[src/rtl/tgt_ctl_pkg.sv]
package tgt_ctl_pkg;
  localparam int REG_W     = 8;
  localparam int FLD_W     = 4;
  localparam int MODE_W    = 2;
  localparam int B_ERRDET  = 3;
  localparam int B_FEXIT   = 2;
  localparam int B_STATSDR = 1;
  localparam int B_ACKONE  = 0;

  // HDR is signalled by the upper mode bit; 2'b0x is SDR.
  function automatic logic mode_is_hdr(input logic [MODE_W-1:0] mode);
    return mode[MODE_W-1];
  endfunction

  // A software 1 to the exit bit only counts in HDR mode.
  function automatic logic fexit_write_val(input logic d,
                                           input logic [MODE_W-1:0] mode);
    return d & mode_is_hdr(mode);
  endfunction

  // With the policy off, matched requests are always acknowledged.
  function automatic logic ack_choice(input logic policy_on, input logic one_shot);
    return policy_on ? one_shot : 1'b1;
  endfunction
endpackage

[src/rtl/tgt_ctl_bit.sv]
module tgt_ctl_bit #(
  parameter bit RST_VAL = 1'b0
) (
  input  logic clk,
  input  logic rst_n,
  input  logic sw_we,
  input  logic sw_d,
  input  logic hw_clr,
  output logic q
);
  // Software write has priority over the hardware clear.
  always_ff @(posedge clk or negedge rst_n) begin
    if (!rst_n)      q <= RST_VAL;
    else if (sw_we)  q <= sw_d;
    else if (hw_clr) q <= 1'b0;
  end
endmodule

[src/rtl/tgt_ctl_ack_dec.sv]
module tgt_ctl_ack_dec (
  input  logic policy_on,
  input  logic one_shot,
  input  logic match,
  output logic decision,
  output logic decision_valid
);
  import tgt_ctl_pkg::*;
  assign decision       = ack_choice(policy_on, one_shot);
  assign decision_valid = match;
endmodule

[src/rtl/tgt_ctl_reg.sv]
module tgt_ctl_reg
  import tgt_ctl_pkg::*;
(
  input  logic              clk,
  input  logic              rst_n,
  input  logic              cpu_wr_en,
  input  logic [REG_W-1:0]  cpu_wdata,
  output logic [REG_W-1:0]  cpu_rdata,
  input  logic [MODE_W-1:0] op_mode,
  input  logic              hdr_exit_done,
  input  logic              addr_match,
  input  logic              ack_sent,
  input  logic              dyn_addr_valid,
  input  logic              ackp_en,
  output logic              force_exit_req,
  output logic              static_sdr_active,
  output logic              ack_decision,
  output logic              ack_decision_valid
);
  // Per-bit write data and hardware clear events.
  logic [FLD_W-1:0] fld_q;
  logic [FLD_W-1:0] wr_d;
  logic [FLD_W-1:0] hw_clr;

  // Named events, brought out for the checker.
  logic fexit_hw_clr;
  logic ackone_hw_clr;
  logic unused_wdata_hi;

  assign unused_wdata_hi = ^cpu_wdata[REG_W-1:FLD_W];
  assign fexit_hw_clr    = hdr_exit_done;
  assign ackone_hw_clr   = ack_sent;

  always_comb begin
    wr_d              = cpu_wdata[FLD_W-1:0];
    wr_d[B_FEXIT]     = fexit_write_val(cpu_wdata[B_FEXIT], op_mode);
    hw_clr            = '0;
    hw_clr[B_FEXIT]   = fexit_hw_clr;
    hw_clr[B_ACKONE]  = ackone_hw_clr;
  end

  for (genvar i = 0; i < FLD_W; i++) begin : g_fld
    tgt_ctl_bit #(.RST_VAL(1'b0)) u_bit (
      .clk    (clk),
      .rst_n  (rst_n),
      .sw_we  (cpu_wr_en),
      .sw_d   (wr_d[i]),
      .hw_clr (hw_clr[i]),
      .q      (fld_q[i])
    );
  end

  assign cpu_rdata         = {{(REG_W-FLD_W){1'b0}}, fld_q};
  assign force_exit_req    = fld_q[B_FEXIT];
  assign static_sdr_active = fld_q[B_STATSDR] & ~dyn_addr_valid;

  tgt_ctl_ack_dec u_ack (
    .policy_on      (ackp_en),
    .one_shot       (fld_q[B_ACKONE]),
    .match          (addr_match),
    .decision       (ack_decision),
    .decision_valid (ack_decision_valid)
  );
endmodule

[config.mk]
export PLATFORM = sky130hd
export DESIGN_NAME = tgt_ctl_reg
export DESIGN_NICKNAME = d
export VERILOG_FILES = /design/src/rtl/tgt_ctl_pkg.sv /design/src/rtl/tgt_ctl_bit.sv /design/src/rtl/tgt_ctl_ack_dec.sv /design/src/rtl/tgt_ctl_reg.sv
export SDC_FILE = /design/constraint.sdc
export NUM_CORES = 1
export LEC_CHECK = 0
export CAP_MARGIN = 10
export CORE_AREA = 2 2 39 41
export DETAILED_ROUTE_END_ITERATION = 10
export DIE_AREA = 0 0 41 43
export PLACE_DENSITY = 0.66
export SLEW_MARGIN = 10
export SYNTH_ARGS = -nofsm -noshare
export SYNTH_HDL_FRONTEND = slang
export SYNTH_SLANG_ARGS = --single-unit
[constraint.sdc]
create_clock -name clk -period 0.8 [get_ports clk]
set_input_delay 0.12 -clock clk [delete_from_list [all_inputs] [get_ports clk]]
set_output_delay 0.12 -clock clk [all_outputs]
set_load 0.005 [all_outputs]
==> impl_metrics.env, run 1 <==
export IMPL_synthDistinctLibCells=9
export IMPL_p_per_area_nw_per_um2=1540
export IMPL_syn_avg_cell_area_sq_um=9.91
export IMPL_max_clock_freq_ghz=1.03
export IMPL_use_met2_pct=7.50
export IMPL_fin_crit_sh_pct=122
export IMPL_worstPathMaxFanout=3
export IMPL_vias_per_cell=3.50
export IMPL_cts_buffers=3
export IMPL_place_ws_ns=-0.444
export IMPL_start_kind="flip-flop"
export IMPL_drtIter0Drc=0
export IMPL_path_class="flip-flop to primary output"
export IMPL_area_delta_synth_final_pct=63.7
export IMPL_gp_congestion=0.441
export IMPL_final_antenna_net_count=0
export IMPL_required_ns=0.68
export IMPL_grt_pass1_wl_um=524
export IMPL_p_leak_nw=0.185
export IMPL_worstPathArrival_ns=0.85
export IMPL_netlist_area_sq_um=238
export IMPL_whs_ns=0.0855
export IMPL_start_util_pct=17.2
export IMPL_grt_util_met1_pct=2.61
export IMPL_nets=60
export IMPL_grt_pass1_vias=160
export IMPL_wirelength_um=439
export IMPL_grt_setup_unrepaired="yes"
export IMPL_rr_worst_depth=1
export IMPL_yosysSeqAreaShare_pct=42.1
export IMPL_synthCells=24
export IMPL_grt_max_degree=6
export IMPL_dpl_hpwl_um=357
export IMPL_hold_class="input pin to async pin"
export IMPL_top_regs="g_fld.u_bit.q x4"
export IMPL_coreArea_sq_um=1380
export IMPL_cap_violations=0
export IMPL_vias=196
export IMPL_port_buffers=18
export IMPL_min_period_ns=0.973
export IMPL_drt_pass1_iter_count=1
export IMPL_end_kind="primary output"
export IMPL_cts_sinks=4
export IMPL_clk_path_buf_depth=2
export IMPL_drc=0
export IMPL_grt_overflow=0
export IMPL_io_pins=30
export IMPL_num_rows=14
export IMPL_grt_use_met3_pct=5.24
export IMPL_drive_gt1_share_pct=35.0
export IMPL_ctsRootBufferMaster="clkbuf_4"
export IMPL_setup_viol=7
export IMPL_diodes=0
export IMPL_violations="negative setup slack"
export IMPL_skew_ns=0
export IMPL_largest_register_ffs=4
export IMPL_htreeDepth=1
export IMPL_ys_warnings_count=0
export IMPL_grt_busiest_layer="met2"
export IMPL_die_y_um=43
export IMPL_antenna_found_initial=0
export IMPL_fin_tns_setup_ns=-0.580
export IMPL_die_area_sq_um=1760
export IMPL_grtUsageTotal_pct=5.24
export IMPL_die_w_um=41
export IMPL_wl_per_cell_um=7.84
export IMPL_clk_latency_ns=0.23
export IMPL_ir_worst_vdd_mv=0.266
export IMPL_ys_ff_latch=4
export IMPL_cts_tree="yes"
export IMPL_slew_violations=0
export IMPL_status="finished with violations"
export IMPL_top_register="g_fld.u_bit.q"
export IMPL_clk_pin_slew_ns=0.04
export IMPL_hold_violations=0
export IMPL_worst_slack_ns=-0.173
[area by class of cell]
cell class,count,area (sq um)
tap,16,20.0
sequential,4,100
multi-input combinational,14,88.8
fill,160,995
timing repair buffer,19,158
clock buffer,3,22.5
[cells in the final DEF (no fill, tap or decap), drive strengths merged]
master	count
buf	8
clkbuf	3
clkdlybuf4s50	10
conb	4
dfrtp	4
dlygate4sd2	1
mux2	2
nand2	1
nand2b	3
nand3	1
nor2b	1
o21ai	2
[final timing paths]
kind,from,endpoint,slack (ns)
max,g_fld[0].u_bit.q$_DFFE_PN0P_,ack_decision,-0.17
min,rst_n,g_fld[0].u_bit.q$_DFFE_PN0P_,0.09
max reg2reg,g_fld[1].u_bit.q$_DFFE_PN0P_,g_fld[1].u_bit.q$_DFFE_PN0P_,0.05
min reg2reg,g_fld[3].u_bit.q$_DFFE_PN0P_,g_fld[3].u_bit.q$_DFFE_PN0P_,0.50
max in group asynchronous,rst_n,g_fld[2].u_bit.q$_DFFE_PN0P_,0.56
min in group clk,addr_match,ack_decision_valid,0.24
[critical path, cell delays in order, from the launching register on]
cell and delay (ns):
dfrtp_1 0.38, nand2b_4 0.14, buf_6 0.11
[per-layer routing]
layer / share of wire, % / vias up / wire length [um]
met1: 26 / 86 / 114
met2: 47 / 15 / 207
met5: 0 / - / 0
met3: 27 / 0 / 117
met4: 0 / 0 / 0
li1: - / 95 / -
[where the power goes]
group	total (mW)	switching (mW)	internal (mW)
Sequential	0.229	0.00901	0.220
Clock	0.240	0.0728	0.167
Combinational	0.129	0.0388	0.0901
[cell families after synthesis]
family          share of synthesized area, %
flops                                   42.1
buf+inv                                 28.4
simple gates                            14.2
other cells                             1.58
mux                                     9.47
compound gates                          4.21
[synthesized netlist by cell type]
cell type	n	area, sq um
buf_4	9	67.6
nand2_1	1	3.75
nor2b_1	1	6.26
dfrtp_1	4	100
mux2_2	2	22.5
o21ai_0	2	10.0
nand3_1	1	5.00
conb_1	1	3.75
nand2b_1	3	18.8
[metrics by stage]
stage | power (mW) | utilization [%] | cells | area, sq um
2_1_floorplan | 0.304 | - | 27 | 249
3_3_place_gp | 0.380 | 28.1 | 53 | 389
6_report | 0.598 | 28.1 | 56 | 389
4_1_cts | 0.604 | 27.1 | 56 | 375
3_5_place_dp | 0.381 | 28.1 | 53 | 389
5_1_grt | 0.659 | 28.1 | 56 | 389
[repair_timing]
action | 4_1_cts | 5_1_grt
hold endpoints to repair | 0 | 0
endpoints found under the setup margin | 11 | 7
gates resized for setup | 29 | 2
buffers inserted | 0 | 0
hold buffers | 0 | 0
No activity file was read; power rests on OpenSTA's default activity.
==> run 2, diff against run 1 <==
GPL_TIMING_DRIVEN = 1   (was unset)
HOLD_SLACK_MARGIN = 0.12   (was unset)
==> results of run 2 <==
Same layout as run 1: the final DEF is identical, and so are final timing and power.
==> run 3, diff against run 2 <==
MAX_ROUTING_LAYER = met4   (was unset)
==> results of run 3 <==
Same layout as run 1: the final DEF is identical, and so are final timing and power.
Among the figures that moved: final weighted congestion in routability-driven placement 0.441 -> 0.439; overall routing resource usage 5.24% -> 5.37%
